===== src/rtl/mew_pkg.sv =====
`timescale 1ns/1ps
package mew_pkg;
  localparam logic [7:0]  ESC_BYTE   = 8'h99;
  localparam logic [7:0]  CMD_SYNC   = 8'hA1;
  localparam logic [7:0]  CMD_INDEX  = 8'hC2;
  localparam logic [7:0]  CMD_DAM    = 8'hFB;
  localparam logic [7:0]  CMD_IDAM   = 8'hFE;
  localparam logic [7:0]  CMD_IAM    = 8'hFC;
  localparam logic [7:0]  CMD_RAW    = 8'h0F;
  localparam logic [7:0]  CMD_CRC    = 8'h04;
  localparam logic [7:0]  CMD_STOP   = 8'h08;
  localparam logic [15:0] CRC_POLY   = 16'h1021;
  localparam logic [15:0] CRC_PRESET = 16'hFFFF;

  typedef enum logic [1:0] {PH_IDLE, PH_RUN, PH_CRC_HI, PH_CRC_LO} phase_t;
  typedef enum logic [2:0] {CK_NONE, CK_NOCLK, CK_PLAIN, CK_RAW, CK_CRC, CK_STOP} cmd_kind_t;

  function automatic logic [15:0] crc16_byte(input logic [15:0] c, input logic [7:0] b);
    logic [15:0] r;
    r = c ^ {b, 8'h00};
    for (int i = 0; i < 8; i++) begin
      r = r[15] ? ((r << 1) ^ CRC_POLY) : (r << 1);
    end
    return r;
  endfunction
endpackage


===== src/rtl/mew_cmd_decode.sv =====
`timescale 1ns/1ps
module mew_cmd_decode
  import mew_pkg::*;
(
  input  logic [7:0] cmd,
  output cmd_kind_t  kind
);
  always_comb begin
    unique case (cmd)
      CMD_SYNC, CMD_INDEX:                  kind = CK_NOCLK;
      CMD_DAM, CMD_IDAM, CMD_IAM, ESC_BYTE: kind = CK_PLAIN;
      CMD_RAW:                              kind = CK_RAW;
      CMD_CRC:                              kind = CK_CRC;
      CMD_STOP:                             kind = CK_STOP;
      default:                              kind = CK_NONE;
    endcase
  end
endmodule


===== src/rtl/mew_raw_window.sv =====
`timescale 1ns/1ps
module mew_raw_window #(
  parameter int RAW_LEN = 512
) (
  input  logic clk,
  input  logic rst_n,
  input  logic clear,
  input  logic load,
  input  logic consume,
  output logic active
);
  localparam int CW = $clog2(RAW_LEN + 1);
  logic [CW-1:0] left_q;

  always_ff @(posedge clk) begin
    if (!rst_n || clear) left_q <= '0;
    else if (load)       left_q <= CW'(RAW_LEN);
    else if (consume)    left_q <= left_q - 1'b1;
  end

  assign active = (left_q != '0);

  // a byte is only counted as raw inside an open window
  assert_consume_in_window_R5: assert property (@(posedge clk) disable iff (!rst_n)
    consume |-> active);
  // the window closes only by consuming its last byte or by a clear
  assert_window_close_R5: assert property (@(posedge clk) disable iff (!rst_n)
    $fell(active) |-> ($past(consume) || $past(clear)));
endmodule


===== src/rtl/mew_crc16.sv =====
`timescale 1ns/1ps
module mew_crc16
  import mew_pkg::*;
(
  input  logic        clk,
  input  logic        rst_n,
  input  logic        seed,
  input  logic        upd,
  input  logic [7:0]  data,
  output logic [15:0] crc
);
  logic [15:0] crc_q;

  always_ff @(posedge clk) begin
    if (!rst_n)    crc_q <= CRC_PRESET;
    else if (seed) crc_q <= crc16_byte(CRC_PRESET, data);
    else if (upd)  crc_q <= crc16_byte(crc_q, data);
  end

  assign crc = crc_q;

  // the running CRC must not move when nothing is folded in (e.g. during CRC output)
  assert_crc_hold_R6: assert property (@(posedge clk) disable iff (!rst_n)
    !(seed || upd) |=> $stable(crc));
endmodule


===== src/rtl/mfm_escape_writer.sv =====
`timescale 1ns/1ps
module mfm_escape_writer
  import mew_pkg::*;
#(
  parameter int RAW_LEN = 512
) (
  input  logic       clk,
  input  logic       rst_n,
  input  logic       start,
  input  logic [7:0] fifo_data,
  input  logic       fifo_empty,
  output logic       fifo_pop,
  input  logic       enc_ready,
  output logic       out_valid,
  output logic [7:0] out_byte,
  output logic       out_noclk,
  output logic       busy,
  output logic       done,
  output logic       underrun
);
  phase_t    phase_q, phase_d;
  logic      esc_q, esc_d;
  logic      prev_a1_q, prev_a1_d;
  cmd_kind_t kind;
  logic      raw_active;
  logic [15:0] crc;

  // named internal events
  logic need_byte, take, raw_take, esc_take, norm_take;
  logic crc_seed, crc_upd, raw_load, enter_crc, stop_evt, raw_clear, start_acc;

  mew_cmd_decode u_dec (.cmd(fifo_data), .kind(kind));

  mew_raw_window #(.RAW_LEN(RAW_LEN)) u_raw (
    .clk(clk), .rst_n(rst_n), .clear(raw_clear), .load(raw_load),
    .consume(raw_take), .active(raw_active));

  mew_crc16 u_crc (
    .clk(clk), .rst_n(rst_n), .seed(crc_seed), .upd(crc_upd),
    .data(out_byte), .crc(crc));

  assign busy      = (phase_q != PH_IDLE);
  assign start_acc = start && !busy;
  assign need_byte = (phase_q == PH_RUN) && enc_ready;
  assign take      = need_byte && !fifo_empty;
  assign underrun  = need_byte && fifo_empty;
  assign fifo_pop  = take;
  assign raw_take  = take && raw_active;
  assign esc_take  = take && !raw_active && esc_q;
  assign norm_take = take && !raw_active && !esc_q;
  assign raw_clear = start_acc || underrun || stop_evt;
  assign done      = stop_evt;

  always_comb begin
    out_valid = 1'b0;
    out_byte  = fifo_data;
    out_noclk = 1'b0;
    crc_seed  = 1'b0;
    crc_upd   = 1'b0;
    raw_load  = 1'b0;
    enter_crc = 1'b0;
    stop_evt  = 1'b0;
    esc_d     = esc_q;
    prev_a1_d = prev_a1_q;
    if (phase_q == PH_CRC_HI && enc_ready) begin
      out_valid = 1'b1;
      out_byte  = crc[15:8];
    end else if (phase_q == PH_CRC_LO && enc_ready) begin
      out_valid = 1'b1;
      out_byte  = crc[7:0];
    end else if (raw_take) begin
      out_valid = 1'b1;
      crc_upd   = 1'b1;
    end else if (norm_take) begin
      if (fifo_data == ESC_BYTE) esc_d = 1'b1;
      else begin
        out_valid = 1'b1;
        crc_upd   = 1'b1;
      end
    end else if (esc_take) begin
      esc_d = 1'b0;
      unique case (kind)
        CK_NOCLK: begin
          out_valid = 1'b1;
          out_noclk = 1'b1;
          if (fifo_data == CMD_SYNC && !prev_a1_q) crc_seed = 1'b1;
          else                                     crc_upd  = 1'b1;
        end
        CK_PLAIN: begin
          out_valid = 1'b1;
          crc_upd   = 1'b1;
        end
        CK_RAW:  raw_load  = 1'b1;
        CK_CRC:  enter_crc = 1'b1;
        CK_STOP: stop_evt  = 1'b1;
        default: ;
      endcase
    end
    if (out_valid) prev_a1_d = esc_take && out_noclk && (fifo_data == CMD_SYNC);
  end

  always_comb begin
    phase_d = phase_q;
    unique case (phase_q)
      PH_IDLE:   if (start) phase_d = PH_RUN;
      PH_RUN:    if (underrun || stop_evt) phase_d = PH_IDLE;
                 else if (enter_crc)       phase_d = PH_CRC_HI;
      PH_CRC_HI: if (enc_ready) phase_d = PH_CRC_LO;
      PH_CRC_LO: if (enc_ready) phase_d = PH_RUN;
      default:   phase_d = PH_IDLE;
    endcase
  end

  always_ff @(posedge clk) begin
    if (!rst_n) begin
      phase_q   <= PH_IDLE;
      esc_q     <= 1'b0;
      prev_a1_q <= 1'b0;
    end else if (start_acc) begin
      phase_q   <= phase_d;
      esc_q     <= 1'b0;
      prev_a1_q <= 1'b0;
    end else begin
      phase_q   <= phase_d;
      esc_q     <= esc_d;
      prev_a1_q <= prev_a1_d;
    end
  end

  // the FIFO is never read when it is empty
  assert_pop_nonempty_R2: assert property (@(posedge clk) disable iff (!rst_n)
    fifo_pop |-> !fifo_empty);
  // a byte goes to the encoder only when it asks for one
  assert_out_on_request_R2: assert property (@(posedge clk) disable iff (!rst_n)
    out_valid |-> enc_ready);
  // only the two sync marks ever travel without a clock bit
  assert_noclk_marks_R3: assert property (@(posedge clk) disable iff (!rst_n)
    (out_valid && out_noclk) |-> (out_byte == CMD_SYNC || out_byte == CMD_INDEX));
  // output without a FIFO read happens only while the CRC is sent
  assert_crc_no_pop_R6: assert property (@(posedge clk) disable iff (!rst_n)
    (out_valid && !fifo_pop) |-> (phase_q == PH_CRC_HI || phase_q == PH_CRC_LO));
  // stop ends the frame
  assert_done_ends_R7: assert property (@(posedge clk) disable iff (!rst_n)
    done |=> !busy);
  // underrun ends the frame and moves nothing
  assert_underrun_ends_R8: assert property (@(posedge clk) disable iff (!rst_n)
    underrun |-> (!fifo_pop && !out_valid) ##1 !busy);
  // idle is silent
  assert_idle_quiet_R10: assert property (@(posedge clk) disable iff (!rst_n)
    !busy |-> (!fifo_pop && !out_valid));
endmodule


===== config.mk =====
export PLATFORM = sky130hd
export DESIGN_NAME = mfm_escape_writer
export DESIGN_NICKNAME = d
export VERILOG_FILES = /design/src/rtl/mew_pkg.sv /design/src/rtl/mew_cmd_decode.sv /design/src/rtl/mew_raw_window.sv /design/src/rtl/mew_crc16.sv /design/src/rtl/mfm_escape_writer.sv
export SDC_FILE = /design/constraint.sdc
export NUM_CORES = 1
export LEC_CHECK = 0
export BUFFER_PORTS_ARGS = -buffer_cell sky130_fd_sc_hd__buf_2
export CAP_MARGIN = 30
export CORE_MARGIN = 2
export CORE_UTILIZATION = 55
export CTS_BUF_LIST = sky130_fd_sc_hd__clkbuf_16
export CTS_CLUSTER_SIZE = 25
export DETAILED_ROUTE_END_ITERATION = 8
export PLACE_DENSITY = 0.84
export SLEW_MARGIN = 10
export SYNTH_ARGS = -nofsm -noshare
export SYNTH_HDL_FRONTEND = slang
export SYNTH_SLANG_ARGS = --single-unit

===== constraint.sdc =====
create_clock -name clk -period 7.22 [get_ports clk]
set_input_delay 0 -clock clk [delete_from_list [all_inputs] [get_ports clk]]
set_output_delay 0 -clock clk [all_outputs]
set_load 0.01 [all_outputs]

==> summary.md, run 1 <==
| Metric | Value |
|---|---|
| Status | `finished clean` |
| Routed vias/inst | `6.15` |
| Setup WS pre-CTS | `4510 ps` |
| Initial core utilization | `58.7%` |
| Tot GR Track Use | `26.3%` |
| Warnings from Yosys | `0` |
| Slowest stage delay, CP | `650 ps` |
| Worst EP arrival | `2980 ps` |
| Routed WL | `5520 um` |
| CP Data Required Time | `7400 ps` |
| Post-synth net total | `276` |
| PnR worst setup slack | `4420 ps` |
| Primary FF master, synth | `dfxtp_1` |
| Via count | `2012` |
| Setup_tns | `0 ps` |
| GP Congestion | `0.938` |
| Seq cells post-synth | `30` |
| Critical hold path startpoint | `rst_n` |
| Max Transition Viols Final | `0` |
| Worst-Skew Late Latency | `270 ps` |
| Syn_area_per_cell | `8.52 um2` |
| Final nets | `296` |
| Antenna fix cells | `0` |
| Final setup fails | `0` |
| Core ar. | `3740 um2` |
| Layout cell share with drive strength beyond 1 | `15.8%` |
| Critical path launch point type | `register` |
| DIE HEIGHT | `67.2 um` |
| Final cell count without fillers | `327` |
| GRT Residual Overflow | `0` |
| Setup bufs post-CTS | `0` |
| Biggest area consumer among synthesized cells | `dfxtp_1` |
| Post-Syn Area | `2200 um2` |
| CP dominant cell by count | `nor2_1` |
| R2R depth | `8` |
| Clk root buf | `clkbuf_16` |
| HP Class | `in2reg` |
| Cells after synthesis | `258` |
| CP Max Fanout | `15` |
| Leading cell type in the layout, fill and taps excluded | `dfxtp_1` |
| Drt pass-1 iters | `5` |
| CTS resizes | `0` |
| R2r setup slk | `4420 ps` |
| Hold Fails Final Rpt | `0` |
| IO Count | `27` |
| Final period util | `38.8%` |
| Worst Tran Pin Value | `839 ps` |
| CTS tree | `yes` |
| Leakage power | `0.901 nW` |
| RSZ-0062 raised after global routing | `no` |
| Die W | `67.2 um` |
| Post-synth top area share | `27.3%` |
| Max Clock Skew | `3.50 ps` |
| Hold path cells | `2` |
| Type of the worst setup path | `reg2reg` |
| R2r startpoint | `phase_q[0]$_SDFFE_PN0P_` |
| WL/cell | `16.9 um` |
| Slew margin rel. | `43.6%` |
| Initial antenna violation count | `0` |
| R2r endpoint | `phase_q[0]$_SDFFE_PN0P_` |
| Area contributors post-synth | `dfxtp_1 27%, xnor2_1 9.6%, mux2i_1 7.3%, xor2_1 6.4%, a22o_1 4.8%` |
| Fmax | `357 MHz` |
| Slowest CP cell | `nor4_1` |
| Async SR Flop Fraction | `0%` |
| # H-tree levels | `2` |
| Maximum clock path buffer count | `2` |
| Cell variety after synth | `53` |
| Detailed-placement wirelength estimate | `3910 um` |
| Crit-path cells | `inv_1 -> ha_1 -> or4_1 -> nor4_1 -> a21oi_1 -> nor2_1 -> nor2_1 -> a211oi_1` |
| Hold Slack | `30.2 ps` |
| CTS sink count | `30` |
| Row Count | `22` |
| Crit. End Element | `register` |
| Commonest cells after routing, fill and taps aside | `30 x dfxtp_1, 26 x buf_2, 24 x xnor2_1` |
| Total CTS buffers | `5` |
| Largest net degree at the start of global routing | `17` |
| Final Critical Period | `2800 ps` |
| Hold_buf cts | `0` |
| Buffers on Ports | `26` |
| WHS Endpoint | `u_crc.crc[15]$_SDFFE_PN1P_` |
| Max VDD drop | `0.181 mV` |
| First-pass GRT wire length | `8800 um` |
| Area grow syn2layout | `11.7%` |
| Worst-path clk slew | `50 ps` |
| DRC Markers | `0` |
| Drt initial violations | `173` |
| Inst Count DP | `319` |
| Register area share after synthesis | `27.3%` |
| Vias in the first global route | `1850` |
| Die ar. | `4520 um2` |
| Max_cap viols | `0` |
| Post-synth EDFFs | `0` |
| PwrDens | `210 nW/um2` |
| Antenna viol nets, final | `0` |
## flip-flops by register name, summed over array words and instances (netlist names)
signal / flops
u_crc.crc: 16
esc_q: 1
u_raw.left_q: 10
phase_q: 2
prev_a1_q: 1
## worst max-delay path by stage
stage                                             from                          to  slack, ps
final                          phase_q[0]$_SDFFE_PN0P_     phase_q[0]$_SDFFE_PN0P_       4420
after global routing      u_raw.left_q[1]$_SDFFE_PP0P_  u_crc.crc[11]$_SDFFE_PN1P_       4250
after floorplan           u_raw.left_q[0]$_SDFFE_PP0P_   u_crc.crc[6]$_SDFFE_PN1P_       4880
after global placement    u_raw.left_q[0]$_SDFFE_PP0P_   u_crc.crc[8]$_SDFFE_PN1P_       4610
after CTS                 u_raw.left_q[0]$_SDFFE_PP0P_  u_crc.crc[11]$_SDFFE_PN1P_       4480
after detailed placement  u_raw.left_q[0]$_SDFFE_PP0P_  u_crc.crc[12]$_SDFFE_PN1P_       4510
## layout make-up
class	instances	area (um2)
Fill cell	320	1290
Timing Repair Buffer	26	130
Multi-Input combinational cell	206	1490
Inverter	9	33.8
Tap cell	48	60.1
Clock buffer	5	125
Sequential cell	30	601
Clock inverter	3	12.5
## critical path, delay by kind of cell, from the launching register on
family / cells / cell delay, ps
adders and majority gates: 1 / 400
and+or+nand+nor: 4 / 1410
AOI/OAI and AO/OA: 2 / 440
DFF: 1 / 370
buffers and inverters: 1 / 80
## logic make-up (layout without fill, tap and decap cells)
| group | count (synthesis) | count (layout) | share of synthesized area [%] |
|---|---|---|---|
| fa+ha+maj | 5 | 5 | 2.85 |
| buf+inv | 22 | 43 | 4.73 |
| mux | 16 | 16 | 7.29 |
| flops | 30 | 30 | 27.3 |
| compound gates | 59 | 59 | 19.0 |
| xor+xnor | 40 | 40 | 15.9 |
| simple gates | 86 | 86 | 22.8 |
## through the flow
stage	area, um2	total power (W)	util, %
6_report	2450	0.000516	65.6
5_1_grt	2450	0.000540	65.6
4_1_cts	2450	0.000517	65.6
3_5_place_dp	2320	0.000324	61.9
3_3_place_gp	2320	0.000320	61.9
2_1_floorplan	2200	0.000292	-
## where the power goes
part	internal, W	switching [W]
combinational	0.0000589	0.0000789
clock	0.000124	0.0000688
sequential	0.000174	0.0000107
## metal layers
metal	wire length (um)	up-vias	part of all wire, %	global-route usage [%]
li1	-	972	-	-
met1	2510	961	46	35.6
met2	2540	71	46	39.9
met3	378	8	6.8	8.50
met4	84	0	1.5	8.42
met5	0	-	0	0
## synth_stat cells (2+ instances only)
cell type  count
o22ai_1       10
nand3_1        7
a22o_1        12
or2_2          2
nor4bb_1       2
nor4_1         2
a211oi_1       2
nand2_1       20
nand4_1        4
o21ai_1        4
a21oi_1        9
inv_1          9
clkbuf_1       7
or4_1          2
xnor2_1       24
xor2_1        16
or3_1          3
nor4b_1        3
nand3b_1       4
ha_1           5
buf_2          4
mux2i_1       16
nor2_1        16
dfxtp_1       30
a22oi_1        2
o21ai_0        8
nor3_1         6
nor2b_1        2
o21a_1         2
nand4b_1       2
Power figures use the tool's default switching activity.
==> run 2: changes to the inputs <==
Clock period 7.22 ns to 2.7 ns, I/O delays scaled along.
==> summary.md, run 2 (synthesis gave the netlist of run 1 again) <==
| Metric | Value |
|---|---|
| Max VDD drop | `0.507 mV` |
| Util after Layout | `67.9%` |
| Inst Count DP | `329` |
| R2r setup slk | `240 ps` |
| Die W | `67.2 um` |
| Overall Power | `0.00141 W` |
| Buffers on Ports | `26` |
| Worst EP arrival | `2610 ps` |
| GRT Residual Overflow | `0` |
| CP Max Fanout | `16` |
| PwrDens | `557 nW/um2` |
| Worst-Skew Late Latency | `280 ps` |
| Crit. End Element | `register` |
| Antenna fix cells | `0` |
| Drt pass-1 iters | `4` |
| CP Data Required Time | `2850 ps` |
| Drt initial violations | `236` |
| Max reg flops | `16` |
| Die ar. | `4520 um2` |
| Tot GR Track Use | `27.2%` |
| Area grow syn2layout | `15.7%` |
| DRC Markers | `0` |
| Hold Fails Final Rpt | `0` |
| Routed WL | `5660 um` |
| Critical path launch point type | `register` |
| Total CTS buffers | `5` |
| RSZ-0062 raised after global routing | `no` |
| Leakage power | `0.953 nW` |
| R2R depth | `9` |
| Slew margin rel. | `55.5%` |
| First-pass GRT wire length | `9270 um` |
| Detailed-placement wirelength estimate | `4120 um` |
| Status | `finished clean` |
| CTS sink count | `30` |
| Final period util | `91.1%` |
| Setup bufs post-CTS | `0` |
| Final setup fails | `0` |
| Antenna viol nets, final | `0` |
| Largest net degree at the start of global routing | `17` |
| Clk root buf | `clkbuf_16` |
| CTS tree | `yes` |
| WHS Endpoint | `u_crc.crc[11]$_SDFFE_PN1P_` |
| Maximum clock path buffer count | `2` |
| Worst Tran Pin Value | `650 ps` |
| Vias in the first global route | `1982` |
| Final cell count without fillers | `337` |
| Setup_tns | `0 ps` |
| Initial core utilization | `58.7%` |
| Leading cell type in the layout, fill and taps excluded | `dfxtp_1` |
| Initial antenna violation count | `0` |
| R2r startpoint | `phase_q[1]$_SDFFE_PN0P_` |
| Max Clock Skew | `5.66 ps` |
| GP Congestion | `0.912` |
| Max Transition Viols Final | `0` |
| Commonest cells after routing, fill and taps aside | `30 x dfxtp_1, 26 x buf_2, 24 x xnor2_1` |
| Hold Slack | `31.4 ps` |
| Type of the worst setup path | `reg2reg` |
| Fmax | `407 MHz` |
| Hold path cells | `2` |
| Via count | `2083` |
| Worst-path clk slew | `50 ps` |
| Max_cap viols | `0` |
| IO Count | `27` |
| R2r endpoint | `u_crc.crc[8]$_SDFFE_PN1P_` |
| WL/cell | `16.8 um` |
| DIE HEIGHT | `67.2 um` |
| HP Class | `in2reg` |
| Core ar. | `3740 um2` |
| CTS resizes | `0` |
| Critical hold path startpoint | `rst_n` |
| Hold_buf cts | `0` |
| Final Critical Period | `2460 ps` |
| # H-tree levels | `2` |
| Layout cell share with drive strength beyond 1 | `18.7%` |
| Routed vias/inst | `6.18` |
| Row Count | `22` |
| Final nets | `306` |
-- run 2: cell types whose count changed in the layout (fill, tap and decap cells not counted), sizes merged --
cell,before,now
buf,26,36
-- run 2: worst max path at each step --
stage,startpoint,endpoint,slack (ps),cells past startpoint
floorplan,u_raw.left_q[0]$_SDFFE_PP0P_,u_crc.crc[6]$_SDFFE_PN1P_,360,9
detailed placement,phase_q[1]$_SDFFE_PN0P_,u_crc.crc[8]$_SDFFE_PN1P_,290,9
CTS,phase_q[1]$_SDFFE_PN0P_,u_crc.crc[8]$_SDFFE_PN1P_,280,9
finish,phase_q[1]$_SDFFE_PN0P_,u_crc.crc[8]$_SDFFE_PN1P_,240,9
global route,phase_q[1]$_SDFFE_PN0P_,u_crc.crc[11]$_SDFFE_PN1P_,90,9
global placement,u_raw.left_q[0]$_SDFFE_PP0P_,u_crc.crc[4]$_SDFFE_PN1P_,390,9
-- run 2: area by class of cell --
cell class                 instances  area [um2]
clock inverter                     3        12.5
sequential                        30         601
tap                               48        60.1
clock buffer                       5         125
timing repair buffer              36         218
multi-input combinational        206        1490
fill                             307        1200
inverter                           9        33.8
-- run 2: stage by stage --
step	area [um2]	setup WS, ps
after floorplan	2200	355
after global routing	2540	88.7
after detailed placement	2400	287
after CTS	2540	278
after global placement	2400	391
final	2540	240
-- run 2: power by group --
group / internal, W / switching, W / leakage [nW] / total, W
combinational: 0.000177 / 0.000218 / 0.637 / 0.000394
sequential: 0.000466 / 0.0000303 / 0.243 / 0.000496
clock: 0.000332 / 0.000192 / 0.0724 / 0.000524
-- run 2: worst max-delay path: stages, from the launching register on --
cell and delay [ps]:
dfxtp_1 330, inv_1 90, ha_1 290, nand4b_1 300, nor4_4 440, nand3_2 140, a31oi_4 230, buf_12 190
mux2i_1 230, o21ai_1 90
-- run 2: per-layer routing --
metal  global-route usage (%)  share of wire, %  vias up
met5                        0                 0        -
met1                     37.1                45      976
li1                         -                 -      996
met4                     12.8               2.5        0
met3                     7.50               8.2       15
met2                     39.9                44       96
